### src/rtl/stackcore_pkg.sv
package stackcore_pkg;

    localparam int PC_W  = 8;
    localparam int OPC_W = 8;

    typedef enum logic [OPC_W-1:0] {
        OP_NOP   = 8'h00,
        OP_LIT   = 8'h01,
        OP_ADD   = 8'h02,
        OP_SUB   = 8'h03,
        OP_LOAD  = 8'h04,
        OP_STORE = 8'h05,
        OP_JZ    = 8'h06,
        OP_CALL  = 8'h07,
        OP_RET   = 8'h08,
        OP_JMP   = 8'h09,
        OP_HALT  = 8'h0A,
        OP_DUP   = 8'h0B,
        OP_DROP  = 8'h0C
    } opcode_e;

    typedef enum logic [1:0] {
        PH_FETCH,
        PH_ARG,
        PH_EXEC,
        PH_STOP
    } phase_e;

    typedef enum logic [1:0] {
        FL_SEQ,
        FL_JUMP,
        FL_JZ,
        FL_RET
    } flow_e;

    typedef enum logic [2:0] {
        AL_IMM,
        AL_ADD,
        AL_SUB,
        AL_MEM,
        AL_TOP
    } alu_e;

    // Per-opcode control word
    typedef struct packed {
        logic       has_arg;  // one inline byte follows
        logic [1:0] d_need;   // data entries that must be present
        logic [1:0] d_pop;    // data entries removed
        logic       d_push;   // one data entry written
        logic       c_pop;    // return stack pop
        logic       c_push;   // return stack push
        logic       mem_wr;   // data memory write
        logic       stop;     // halt opcode
        flow_e      flow;
        alu_e       alu;
    } dec_t;

    function automatic dec_t dec_idle();
        dec_t d;
        d.has_arg = 1'b0;
        d.d_need  = 2'd0;
        d.d_pop   = 2'd0;
        d.d_push  = 1'b0;
        d.c_pop   = 1'b0;
        d.c_push  = 1'b0;
        d.mem_wr  = 1'b0;
        d.stop    = 1'b0;
        d.flow    = FL_SEQ;
        d.alu     = AL_IMM;
        return d;
    endfunction

endpackage

### src/rtl/stackcore_decode.sv
module stackcore_decode
    import stackcore_pkg::*;
(
    input  logic [OPC_W-1:0] opcode,
    output dec_t             dec
);

    always_comb begin
        dec = dec_idle();
        case (opcode)
            OP_LIT: begin
                dec.has_arg = 1'b1;
                dec.d_push  = 1'b1;
                dec.alu     = AL_IMM;
            end
            OP_ADD: begin
                dec.d_need = 2'd2;
                dec.d_pop  = 2'd2;
                dec.d_push = 1'b1;
                dec.alu    = AL_ADD;
            end
            OP_SUB: begin
                dec.d_need = 2'd2;
                dec.d_pop  = 2'd2;
                dec.d_push = 1'b1;
                dec.alu    = AL_SUB;
            end
            OP_LOAD: begin
                dec.d_need = 2'd1;
                dec.d_pop  = 2'd1;
                dec.d_push = 1'b1;
                dec.alu    = AL_MEM;
            end
            OP_STORE: begin
                dec.d_need = 2'd2;
                dec.d_pop  = 2'd2;
                dec.mem_wr = 1'b1;
            end
            OP_JZ: begin
                dec.has_arg = 1'b1;
                dec.d_need  = 2'd1;
                dec.d_pop   = 2'd1;
                dec.flow    = FL_JZ;
            end
            OP_CALL: begin
                dec.has_arg = 1'b1;
                dec.c_push  = 1'b1;
                dec.flow    = FL_JUMP;
            end
            OP_RET: begin
                dec.c_pop = 1'b1;
                dec.flow  = FL_RET;
            end
            OP_JMP: begin
                dec.has_arg = 1'b1;
                dec.flow    = FL_JUMP;
            end
            OP_HALT: begin
                dec.stop = 1'b1;
            end
            OP_DUP: begin
                dec.d_need = 2'd1;
                dec.d_push = 1'b1;
                dec.alu    = AL_TOP;
            end
            OP_DROP: begin
                dec.d_need = 2'd1;
                dec.d_pop  = 2'd1;
            end
            default: dec = dec_idle();
        endcase
    end

endmodule

### src/rtl/stackcore_alu.sv
module stackcore_alu
    import stackcore_pkg::*;
#(
    parameter int DW = 16
) (
    input  alu_e            sel,
    input  logic [DW-1:0]   top,
    input  logic [DW-1:0]   next,
    input  logic [7:0]      imm,
    input  logic [DW-1:0]   mem,
    output logic [DW-1:0]   result
);

    always_comb begin
        case (sel)
            AL_IMM:  result = DW'(imm);
            AL_ADD:  result = next + top;
            AL_SUB:  result = next - top;
            AL_MEM:  result = mem;
            AL_TOP:  result = top;
            default: result = '0;
        endcase
    end

endmodule

### src/rtl/stackcore_lifo.sv
module stackcore_lifo #(
    parameter int DEPTH = 16,
    parameter int WIDTH = 16
) (
    input  logic                       clk,
    input  logic                       rst,
    input  logic [1:0]                 pop_n,
    input  logic                       push,
    input  logic [WIDTH-1:0]           wdata,
    output logic [WIDTH-1:0]           top,
    output logic [WIDTH-1:0]           next,
    output logic [$clog2(DEPTH+1)-1:0] depth
);

    localparam int IW = (DEPTH > 1) ? $clog2(DEPTH) : 1;
    localparam int CW = $clog2(DEPTH+1);

    logic [WIDTH-1:0] mem [DEPTH];
    logic [CW-1:0]    after_pop;

    // Pop and push share one write slot: the push lands where the pops leave off
    assign after_pop = depth - CW'(pop_n);

    always_ff @(posedge clk) begin
        if (rst) begin
            depth <= '0;
        end else begin
            depth <= after_pop + CW'(push);
        end
    end

    always_ff @(posedge clk) begin
        if (push) begin
            mem[IW'(after_pop)] <= wdata;
        end
    end

    assign top  = mem[IW'(depth - CW'(1))];
    assign next = mem[IW'(depth - CW'(2))];

endmodule

### src/rtl/stackcore_top.sv
module stackcore_top
    import stackcore_pkg::*;
#(
    parameter int DDEPTH = 16,
    parameter int CDEPTH = 8,
    parameter int DW     = 16,
    parameter int DAW    = 8
) (
    input  logic                        clk,
    input  logic                        rst,
    output logic [PC_W-1:0]             imem_addr,
    input  logic [OPC_W-1:0]            imem_data,
    output logic [DAW-1:0]              dmem_addr,
    output logic                        dmem_we,
    output logic [DW-1:0]               dmem_wdata,
    input  logic [DW-1:0]               dmem_rdata,
    output logic [DW-1:0]               tos,
    output logic [$clog2(DDEPTH+1)-1:0] dstk_depth,
    output logic [$clog2(CDEPTH+1)-1:0] cstk_depth,
    output logic                        halted,
    output logic                        ovf_flag,
    output logic                        unf_flag
);

    localparam int DCW = $clog2(DDEPTH+1);
    localparam int CCW = $clog2(CDEPTH+1);

    phase_e          state;
    logic [PC_W-1:0] pc;
    logic [7:0]      ir;
    logic [7:0]      arg;

    logic [7:0]      dec_byte;
    dec_t            dec;

    logic [DW-1:0]   d_top, d_next, alu_out;
    logic [PC_W-1:0] c_top, c_next;

    logic [DCW:0]    d_after;
    logic            d_unf, c_unf, d_ovf, c_ovf;
    logic            in_exec, unf_hit, ovf_hit, exec_ok;

    logic [1:0]      d_pop_n, c_pop_n;
    logic            d_push_en, c_push_en;

    // Decode the incoming byte during fetch, the held opcode afterwards
    assign dec_byte = (state == PH_FETCH) ? imem_data : ir;

    stackcore_decode u_dec (
        .opcode (dec_byte),
        .dec    (dec)
    );

    stackcore_alu #(.DW(DW)) u_alu (
        .sel    (dec.alu),
        .top    (d_top),
        .next   (d_next),
        .imm    (arg),
        .mem    (dmem_rdata),
        .result (alu_out)
    );

    // Stack bounds are judged on the net effect of the instruction
    assign d_after = {1'b0, dstk_depth} - (DCW+1)'(dec.d_pop) + (DCW+1)'(dec.d_push);
    assign d_unf   = dstk_depth < DCW'(dec.d_need);
    assign c_unf   = dec.c_pop && (cstk_depth == '0);
    assign d_ovf   = d_after > (DCW+1)'(DDEPTH);
    assign c_ovf   = dec.c_push && (cstk_depth == CCW'(CDEPTH));

    assign in_exec = (state == PH_EXEC);
    assign unf_hit = in_exec && (d_unf || c_unf);
    assign ovf_hit = in_exec && !(d_unf || c_unf) && (d_ovf || c_ovf);
    assign exec_ok = in_exec && !unf_hit && !ovf_hit;

    assign d_pop_n   = exec_ok ? dec.d_pop : 2'd0;
    assign d_push_en = exec_ok && dec.d_push;
    assign c_pop_n   = {1'b0, exec_ok && dec.c_pop};
    assign c_push_en = exec_ok && dec.c_push;

    stackcore_lifo #(.DEPTH(DDEPTH), .WIDTH(DW)) u_dstk (
        .clk   (clk),
        .rst   (rst),
        .pop_n (d_pop_n),
        .push  (d_push_en),
        .wdata (alu_out),
        .top   (d_top),
        .next  (d_next),
        .depth (dstk_depth)
    );

    // Return stack: pc already points past the argument when a call executes
    stackcore_lifo #(.DEPTH(CDEPTH), .WIDTH(PC_W)) u_cstk (
        .clk   (clk),
        .rst   (rst),
        .pop_n (c_pop_n),
        .push  (c_push_en),
        .wdata (pc),
        .top   (c_top),
        .next  (c_next),
        .depth (cstk_depth)
    );

    always_ff @(posedge clk) begin
        if (rst) begin
            state    <= PH_FETCH;
            pc       <= '0;
            ir       <= '0;
            arg      <= '0;
            ovf_flag <= 1'b0;
            unf_flag <= 1'b0;
        end else begin
            case (state)
                PH_FETCH: begin
                    ir    <= imem_data;
                    pc    <= pc + PC_W'(1);
                    state <= dec.has_arg ? PH_ARG : PH_EXEC;
                end
                PH_ARG: begin
                    arg   <= imem_data;
                    pc    <= pc + PC_W'(1);
                    state <= PH_EXEC;
                end
                PH_EXEC: begin
                    if (unf_hit) begin
                        unf_flag <= 1'b1;
                        state    <= PH_STOP;
                    end else if (ovf_hit) begin
                        ovf_flag <= 1'b1;
                        state    <= PH_STOP;
                    end else begin
                        case (dec.flow)
                            FL_JUMP: pc <= arg;
                            FL_JZ:   if (d_top == '0) pc <= arg;
                            FL_RET:  pc <= c_top;
                            default: pc <= pc;
                        endcase
                        state <= dec.stop ? PH_STOP : PH_FETCH;
                    end
                end
                default: state <= PH_STOP;
            endcase
        end
    end

    assign imem_addr  = pc;
    assign dmem_addr  = d_top[DAW-1:0];
    assign dmem_wdata = d_next;
    assign dmem_we    = exec_ok && dec.mem_wr;
    assign tos        = d_top;
    assign halted     = (state == PH_STOP);

endmodule

### config.mk
export PLATFORM = sky130hd
export DESIGN_NAME = stackcore_top
export DESIGN_NICKNAME = d
export VERILOG_FILES = /design/src/rtl/stackcore_pkg.sv /design/src/rtl/stackcore_decode.sv /design/src/rtl/stackcore_alu.sv /design/src/rtl/stackcore_lifo.sv /design/src/rtl/stackcore_top.sv
export SDC_FILE = /design/constraint.sdc
export NUM_CORES = 1
export LEC_CHECK = 0
export ABC_AREA = 1
export BUFFER_PORTS_ARGS = -buffer_cell sky130_fd_sc_hd__buf_2
export CAP_MARGIN = 30
export CORE_ASPECT_RATIO = 0.7
export CORE_MARGIN = 1.5
export CORE_UTILIZATION = 40
export DETAILED_ROUTE_END_ITERATION = 7
export SLEW_MARGIN = 20
export SYNTH_ARGS = -nofsm -noshare
export SYNTH_HDL_FRONTEND = slang
export SYNTH_SLANG_ARGS = --single-unit
export TNS_END_PERCENT = 1
### constraint.sdc
create_clock -name clk -period 8.6 [get_ports clk]
set_clock_uncertainty 0.1 [all_clocks]
set_input_delay 0 -clock clk [delete_from_list [all_inputs] [get_ports clk]]
set_output_delay 0 -clock clk [all_outputs]
set_load 0.02 [all_outputs]
==> qor.csv, run 1 <==
stage,metric,value,unit
setup_path,crit_fanout,15,
cells_and_area,final_common_cell,nand2_1,
detailed_routing,wl,62900,µm
sta,rsz0062_at_grt,false,
floorplanning,rows,66,
floorplanning,fp.dieW,265,µm
sta,fin_ws,1.94,ns
synthesis,ys_types,55,
setup_path,cp-end-kind,flop,
clock_tree,insertion_delay,0.54,ns
clock_tree,clockBufferDepth,3,
setup_path,cp-startpoint,state[1],
clock_tree,clockRootBuffer,clkbuf_16,
detailed_routing,drc,0,
sta,post-route-min-period,6.66,ns
setup_path,reg2reg_depth,31,
sta,max_freq,0.150,GHz
setup_path,r2r-start,state[1],
global_routing,grt_first_pass_wirelength,92900,µm
setup_path,crit_required,8.73,ns
cells_and_area,area_delta_synth_final,12.7,%
pwr,p_leak,0.00850,µW
sta,setup_viol_count_final,0,
clock_tree,htreeDepth,2,
global_routing,grt_max_degree,201,
synthesis,synth_mux_area_share,0,%
pwr,powerDensity,229,mW/mm²
placement,dpl_worst_slack,1.76,ns
sta,hold_violations,0,
global_routing,grt_antenna_before_repair,0,
setup_path,worstSetupPathType,flop to flop,
synthesis,synth_top_flop_cell,edfxtp_1,
synthesis,synth_edf_count,320,
sta,max_slew_margin,32.9,%
synthesis,syn_inst,2100,
clock_tree,clock_sinks,357,
setup_path,crit_arrival,6.79,ns
detailed_routing,final_antenna_net_count,0,
cells_and_area,diodes,0,
setup_path,critical_path.startpoint_type,flop,
cells_and_area,fin_area,0.0216,mm²
floorplanning,initial_utilization,40.9,%
synthesis,ys_seq_area_share,53.9,%
floorplanning,fp.dieH,186,µm
sta,fin_crit_sh,77.4,%
clock_tree,cts_tree,built,
synthesis,yosys.area_share.simple,20.7,%
detailed_routing,num_vias,16400,
job,drv_cap,0,
placement,gp_congestion,0.940,
detailed_routing,viasPerCell,5.84,
sta,drv_slew,0,
cells_and_area,drive_gt1_share,12.5,%
floorplanning,die_area,0.0493,mm²
setup_path,reg2reg_to,u_dstk.mem[15][12],
synthesis,synth_top_cell_area_share,50.1,%
cells_and_area,nets,2228,
clock_tree,post_cts_buffers,0,
clock_tree,cts-buffers-inserted,37,
synthesis,ys_warn_count,0,
placement,dp_hpwl,42200,µm
synthesis,synth_top_family_by_area,simple AND/OR/NAND/NOR gates,
synthesis,synthXorXnorAreaFrac,1.94,%
synthesis,syn-num-nets,2169,
synthesis,synth.largest_area_cell,edfxtp_1,
pwr,power,4950,µW
detailed_routing,initialDrtViolationCount,2282,
global_routing,grt_use_total,25.0,%
floorplanning,io_pins,87,
setup_path,reg2reg_slack,1.94,ns
synthesis,synth_compound_area_share,13.7,%
synthesis,async_reset_ff_share,0,%
detailed_routing,drtPass1Iterations,7,
sta,final.setup.tns,0,ns
global_routing,grt_pass1_vias,14800,
placement,detailed_place.area,0.0202,mm²
clock_tree,cts.clk_slew.worst_paths,0.07,ns
setup_path,crit_path_end,u_dstk.mem[15][12],
global_routing,grt_overflow,0,
synthesis,syn_area,0.0192,mm²
min_path,min_from,dmem_rdata[3],
setup_path,max_stage_delay,0.43,ns
setup_path,cp_slowest_cell,fa_1,
pwr,ir_worst_vdd,0.119,mV
synthesis,syn_avg_cell_area,9.14,µm²
detailed_routing,wl_per_cell,22.5,µm
floorplanning,coreArea,0.0469,mm²
status,status,"complete, no violations",
sta,worstMarginPinSlew,1.00,ns
synthesis,synth_area_leaders,"edfxtp_1 (50%), nand2_1 (9.5%), nand3_1 (6.4%)",
min_path,min_path_type,primary input to flop,
cells_and_area,final_cell_mix,"nand2_1 (485), edfxtp_1 (320), nand3_1 (244)",
synthesis,ys_ff_latch,357,
synthesis,synthAdderAreaFrac,2.92,%
placement,io_buffers,86,
worst max-delay path, delay by kind of cell (launching register included):
| family | cells | cell delay (ns) |
|---|---|---|
| and+or+nand+nor | 15 | 2.63 |
| adders and majority gates | 4 | 1.21 |
| buffers and inverters | 7 | 1.07 |
| AOI/OAI and AO/OA | 4 | 0.61 |
| DFF | 1 | 0.38 |
| xor gates and xnor gates | 1 | 0.29 |
flip-flops by register name, summed over array words and instances, names as in the netlist:
signal / flops
unf_flag: 1
arg: 8
imem_addr: 8
u_dstk.mem: 256
state: 2
ir: 8
u_cstk.depth: 4
u_dstk.depth: 5
ovf_flag: 1
u_cstk.mem: 64
cells by family (layout without fill, tap and decap cells):
family / count (synthesis) / in the layout
simple gates: 912 / 912
compound gates: 451 / 451
flops: 357 / 357
buf+inv: 297 / 385
fa+ha+maj: 43 / 43
xor+xnor: 40 / 40
worst min-delay path by stage:
stage,to,cells after the start
4_1_cts,u_dstk.mem[11][0],4
2_1_floorplan,arg[5],2
5_1_grt,u_dstk.mem[13][3],4
3_5_place_dp,arg[5],3
3_3_place_gp,arg[5],3
6_report,u_dstk.mem[5][3],4
layout make-up:
type	instances	area, µm²
multi-input combinational	1446	7640
inverter	168	636
timing repair buffer	149	1050
tap	612	766
fill	4452	25300
clock buffer	50	1020
sequential	357	10400
clock inverter	18	171
power by group:
part / leakage (µW) / total (µW) / internal [µW] / switching (µW)
logic: 0.00466 / 1300 / 377 / 921
clock network: 0.000583 / 1620 / 926 / 695
registers: 0.00326 / 2030 / 1960 / 65.1
synthesized netlist by cell type, types with 3 or more instances:
cell	number
a22oi_1	27
fa_1	3
xor2_1	29
buf_2	40
o211ai_1	19
nand3_2	6
ha_1	40
o22ai_1	4
nor2_1	120
buf_4	27
xnor2_1	8
nand2_4	5
buf_1	9
o31ai_1	10
nor3_1	11
a221o_1	6
edfxtp_1	320
o32ai_1	3
nand3_1	244
inv_2	12
o21ai_1	4
o311ai_0	9
dfxtp_1	37
nor2_4	5
buf_6	4
o221ai_1	19
nand2_1	485
a211oi_1	10
clkbuf_1	49
nand2_2	18
a31oi_1	4
o21ai_0	131
a221oi_1	6
inv_1	155
or2_2	6
a21oi_1	191
metrics by stage:
step,util (%),hold WS (ns),instances
finish,46.1,0.0168,2800
global route,46.1,0.0325,2800
CTS,45.9,0.00210,2793
detailed placement,43.1,0.166,2710
global placement,42.8,0.177,2700
floorplan,-,0.0478,2100
per-layer routing:
layer | GRT usage (%) | share of wire [%]
met1 | 39.3 | 47
met2 | 34.8 | 40
met3 | 4.57 | 11
met4 | 6.79 | 2.3
met5 | 0 | 0
what timing repair did:
item	4_1_cts	5_1_grt
hold buffers	15	0
gates resized for setup	0	0
endpoints found under the hold margin	111	0
Power figures use the tool's default switching activity.
==> run 2, diff against run 1 <==
- clock period: 8.6 -> 5.9 ns (I/O delays scaled with it)
==> qor.csv, run 2 (synthesis results as in run 1) <==
stage,metric,value,unit
clock_tree,cts.clk_slew.worst_paths,0.06,ns
floorplanning,die_area,0.0493,mm²
setup_path,cp-startpoint,state[1],
clock_tree,post_cts_buffers,0,
floorplanning,fp.dieH,186,µm
clock_tree,htreeDepth,2,
cells_and_area,fin_area,0.0219,mm²
floorplanning,io_pins,87,
min_path,min_from,dmem_rdata[6],
global_routing,met3_usage,5.71,%
clock_tree,cts-buffers-inserted,38,
setup_path,max_stage_delay,0.48,ns
cells_and_area,final_cell_mix,"nand2_1 (485), edfxtp_1 (320), nand3_1 (244)",
cells_and_area,nets,2266,
clock_tree,clockRootBuffer,clkbuf_16,
sta,post-route-min-period,5.55,ns
job,drv_cap,0,
cells_and_area,reg.largest.list,"u_dstk.mem (256), u_cstk.mem (64)",
sta,fin_ws,0.351,ns
clock_tree,clockBufferDepth,3,
placement,io_buffers,86,
status,status,"complete, no violations",
sta,drv_slew,0,
global_routing,grt_use_total,25.4,%
global_routing,grt_antenna_before_repair,0,
floorplanning,initial_utilization,40.9,%
detailed_routing,final_antenna_net_count,0,
sta,worstMarginPinSlew,0.978,ns
clock_tree,cts_tree,built,
setup_path,crit_arrival,5.67,ns
setup_path,critical_path.startpoint_type,flop,
cells_and_area,largest_reg_flops,256,
setup_path,crit_fanout,12,
sta,hold_violations,0,
setup_path,r2r-start,state[1],
clock_tree,clock_sinks,357,
global_routing,use_met2,35.7,%
detailed_routing,initialDrtViolationCount,2395,
cells_and_area,drive_gt1_share,14.2,%
clock_tree,insertion_delay,0.55,ns
pwr,p_leak,0.00873,µW
sta,fin_hold_ws,0.0234,ns
detailed_routing,drc,0,
global_routing,grt-busiest-layer,met1,
placement,dp_hpwl,42600,µm
pwr,powerDensity,332,mW/mm²
detailed_routing,viasPerCell,5.78,
cells_and_area,utilization,46.8,%
sta,setup_viol_count_final,0,
sta,fin_crit_sh,94.0,%
setup_path,cp_slowest_cell,fa_1,
setup_path,crit_buf_inv,5,
cells_and_area,final_common_cell,nand2_1,
sta,rsz0062_at_grt,false,
sta,max_slew_margin,34.8,%
setup_path,worstSetupPathType,flop to flop,
setup_path,critPathTopFamily,simple AND/OR/NAND/NOR gates,
global_routing,grt_max_degree,209,
detailed_routing,wl,63600,µm
setup_path,crit_required,6.02,ns
sta,final.setup.tns,0,ns
pwr,ir_worst_vdd,0.226,mV
floorplanning,coreArea,0.0469,mm²
placement,gp_congestion,0.919,
setup_path,cp-end-kind,flop,
min_path,min_path_type,primary input to flop,
floorplanning,rows,66,
cells_and_area,area_delta_synth_final,14.3,%
global_routing,grt_overflow,0,
global_routing,grt_first_pass_wirelength,93900,µm
placement,dpl_worst_slack,0.298,ns
detailed_routing,num_vias,16400,
cells_and_area,largest-register,u_dstk.mem,
floorplanning,fp.dieW,265,µm
detailed_routing,drtPass1Iterations,6,
global_routing,grt_pass1_vias,14900,
detailed_routing,wl_per_cell,22.4,µm
sta,max_freq,0.180,GHz
global_routing,met1_usage,39.3,%
placement,detailed_place.area,0.0205,mm²
==> run 2: cell count changes in the layout (fill, tap and decap cells not counted), sizes merged <==
cell	change
buf	+37
clkinv	+3
clkbuf	-2
bufinv	+1
diode	+1
inv	-1
==> run 2: metal layers <==
metal,vias up,wire (µm)
met4,0,1320
li1,7515,-
met3,96,6860
met1,7923,29600
met2,863,25800
met5,-,0
==> run 2: final timing paths <==
kind / to / slack (ns) / depth (start not counted)
worst max-delay path: u_dstk.mem[12][3] / 0.35 / 28
worst min-delay path: u_dstk.mem[15][6] / 0.02 / 4
worst min register to register: ovf_flag / 0.35 / 2
worst max register to register: u_dstk.mem[12][3] / 0.35 / 28
==> run 2: stage by stage <==
stage,total power [µW],cells
3_5_place_dp,4820,2753
2_1_floorplan,4210,2100
5_1_grt,7600,2838
3_3_place_gp,4810,2753
6_report,7290,2839
4_1_cts,7280,2837
==> run 2: final cells by class <==
| type | instances | area (µm²) |
|---|---|---|
| fill | 4387 | 25000 |
| sequential | 357 | 10400 |
| multi-input combinational | 1446 | 7640 |
| timing repair buffer | 186 | 1280 |
| clock buffer | 48 | 1050 |
| tap | 612 | 766 |
| inverter | 168 | 636 |
| clock inverter | 21 | 208 |
| antenna | 1 | 2.50 |
==> run 2: power breakdown <==
group	total (µW)	switching (µW)	internal, µW
Clock	2460	1020	1440
Sequential	2950	94.1	2860
Combinational	1880	1310	565
==> run 2: what timing repair did <==
action | CTS | global route
endpoints found under the hold margin | 111 | 0
setup endpoints to repair | 0 | 80
gates resized for setup | 0 | 6
hold buffers | 15 | 0
==> run 2: worst min-delay path: stages <==
cell and delay [ns]:
buf_2 0.08, a22oi_1 0.08, o211ai_1 0.11, buf_4 0.23
==> run 3, diff against run 2 <==
- PLACE_DENSITY_LB_ADDON: not set -> 0.15
==> qor.csv, run 3 (synthesis results as in run 1) <==
stage,metric,value,unit
setup_path,cp-end-kind,flop,
clock_tree,cts-buffers-inserted,37,
clock_tree,clock_sinks,357,
sta,final.setup.tns,0,ns
clock_tree,clockRootBuffer,clkbuf_16,
cells_and_area,drive_gt1_share,14.3,%
cells_and_area,reg.largest.list,"u_dstk.mem (256), u_cstk.mem (64)",
detailed_routing,viasPerCell,5.76,
floorplanning,fp.dieH,186,µm
global_routing,grt_max_degree,211,
placement,dp_cells,2752,
cells_and_area,largest_reg_flops,256,
cells_and_area,diodes,0,
detailed_routing,wl_per_cell,22.7,µm
setup_path,crit_required,6.02,ns
global_routing,grt_use_total,25.7,%
cells_and_area,seq_area,0.0104,mm²
floorplanning,rows,66,
cells_and_area,final_common_cell,nand2_1,
clock_tree,clockBufferDepth,3,
placement,gp_congestion,0.939,
detailed_routing,initialDrtViolationCount,2032,
setup_path,critical_path.startpoint_type,flop,
sta,drv_slew,0,
global_routing,grt_first_pass_wirelength,94400,µm
cells_and_area,multiInputGateArea,0.00764,mm²
cells_and_area,fillers,4478,
detailed_routing,drc,0,
global_routing,grt_overflow,0,
sta,rsz0062_at_grt,false,
pwr,p_leak,0.00876,µW
pwr,powerDensity,334,mW/mm²
cells_and_area,nets,2268,
clock_tree,htreeDepth,2,
placement,detailed_place.area,0.0205,mm²
cells_and_area,largest-register,u_dstk.mem,
cells_and_area,final_cell_mix,"nand2_1 (485), edfxtp_1 (320), nand3_1 (244)",
sta,post-route-min-period,5.56,ns
sta,setup_viol_count_final,0,
cells_and_area,fin_area,0.0220,mm²
sta,worstMarginPinSlew,1.18,ns
min_path,min_path_type,primary input to flop,
placement,dp_hpwl,44000,µm
floorplanning,die_area,0.0493,mm²
cells_and_area,utilization,46.9,%
setup_path,crit_arrival,5.68,ns
detailed_routing,final_antenna_net_count,0,
status,status,"complete, no violations",
placement,io_buffers,86,
sta,max_freq,0.180,GHz
setup_path,worstSetupPathType,flop to flop,
sta,max_slew_margin,21.3,%
setup_path,reg2reg_depth,28,
setup_path,cp_common_cell,nand2_1,
floorplanning,initial_utilization,40.9,%
cells_and_area,area_delta_synth_final,14.6,%
sta,fin_crit_sh,94.2,%
clock_tree,cts.clk_slew.worst_paths,0.06,ns
clock_tree,cts_tree,built,
pwr,ir_worst_vdd,0.244,mV
floorplanning,coreArea,0.0469,mm²
setup_path,max_stage_delay,0.48,ns
setup_path,cp_slowest_cell,fa_1,
global_routing,grt_antenna_before_repair,2,
detailed_routing,drtPass1Iterations,6,
min_path,worstHoldPathCells,4,
detailed_routing,num_vias,16400,
global_routing,grt_pass1_vias,14600,
floorplanning,fp.dieW,265,µm
setup_path,crit_fanout,12,
floorplanning,io_pins,87,
job,drv_cap,0,
sta,hold_violations,0,
detailed_routing,wl,64400,µm
cells_and_area,final_cell_count_no_fill,2839,
clock_tree,insertion_delay,0.55,ns
[run 3: changes by cell type in the layout (fill, tap and decap cells not counted), sizes merged]
| cell | previous run | this run |
|---|---|---|
| nor2 | 127 | 128 |
| bufinv | 4 | 6 |
| clkbuf | 48 | 43 |
| clkinvlp | 1 | 2 |
| buf | 171 | 173 |
| diode | 1 | 0 |
[run 3: area by class of cell]
cell class | count | area share (%)
sequential | 357 | 47.1
multi-input combinational | 1447 | 34.7
timing repair buffer | 188 | 6.09
clock buffer | 43 | 4.50
tap | 612 | 3.48
inverter | 168 | 2.89
clock inverter | 24 | 1.23
[run 3: critical path, delay by kind of cell, from the launching register on]
family	cells	cell delay, ns
buf+inv	4	0.58
xor+xnor	2	0.29
compound gates	4	0.63
flops	1	0.42
fa+ha+maj	3	1.12
simple gates	15	2.06
[run 3: per-layer routing]
metal / vias up / global-route usage (%) / wire length (µm)
li1: 7525 / - / -
met1: 7913 / 40.1 / 30100
met2: 839 / 36.3 / 26200
met3: 87 / 4.83 / 6690
met4: 2 / 5.81 / 1340
met5: - / 0 / 13
[run 3: power breakdown]
| group | internal (µW) | switching, µW | total, µW | leakage (µW) |
|---|---|---|---|---|
| sequential | 2860 | 99.9 | 2960 | 0.00326 |
| clock | 1470 | 1020 | 2490 | 0.000617 |
| combinational | 578 | 1320 | 1890 | 0.00488 |
| total | 4910 | 2440 | 7340 | 0.00876 |
[run 3: timing repair]
item                                    CTS  global route
gates resized for setup                   0            12
setup buffers                             0             3
hold endpoints to repair                 98             0
hold buffers                             15             0
endpoints found under the setup margin    0           266
[run 3: final timing paths]
kind / from / to / slack (ns)
worst max-delay path: state[0] / u_dstk.mem[2][13] / 0.34
worst min-delay path: dmem_rdata[11] / u_dstk.mem[10][11] / 0.04
worst max register to register: state[0] / u_dstk.mem[2][13] / 0.34
worst min register to register: ovf_flag / ovf_flag / 0.36
[run 3: stage by stage]
step / hold WS [ns] / setup slack, ns / power [µW]
CTS: 0.00184 / 0.161 / 7320
floorplan: 0.0478 / -0.186 / 4210
detailed placement: 0.190 / 0.198 / 4840
global route: 0.0443 / 0.0000537 / 7630
global placement: 0.182 / 0.337 / 4830
finish: 0.0446 / 0.341 / 7340
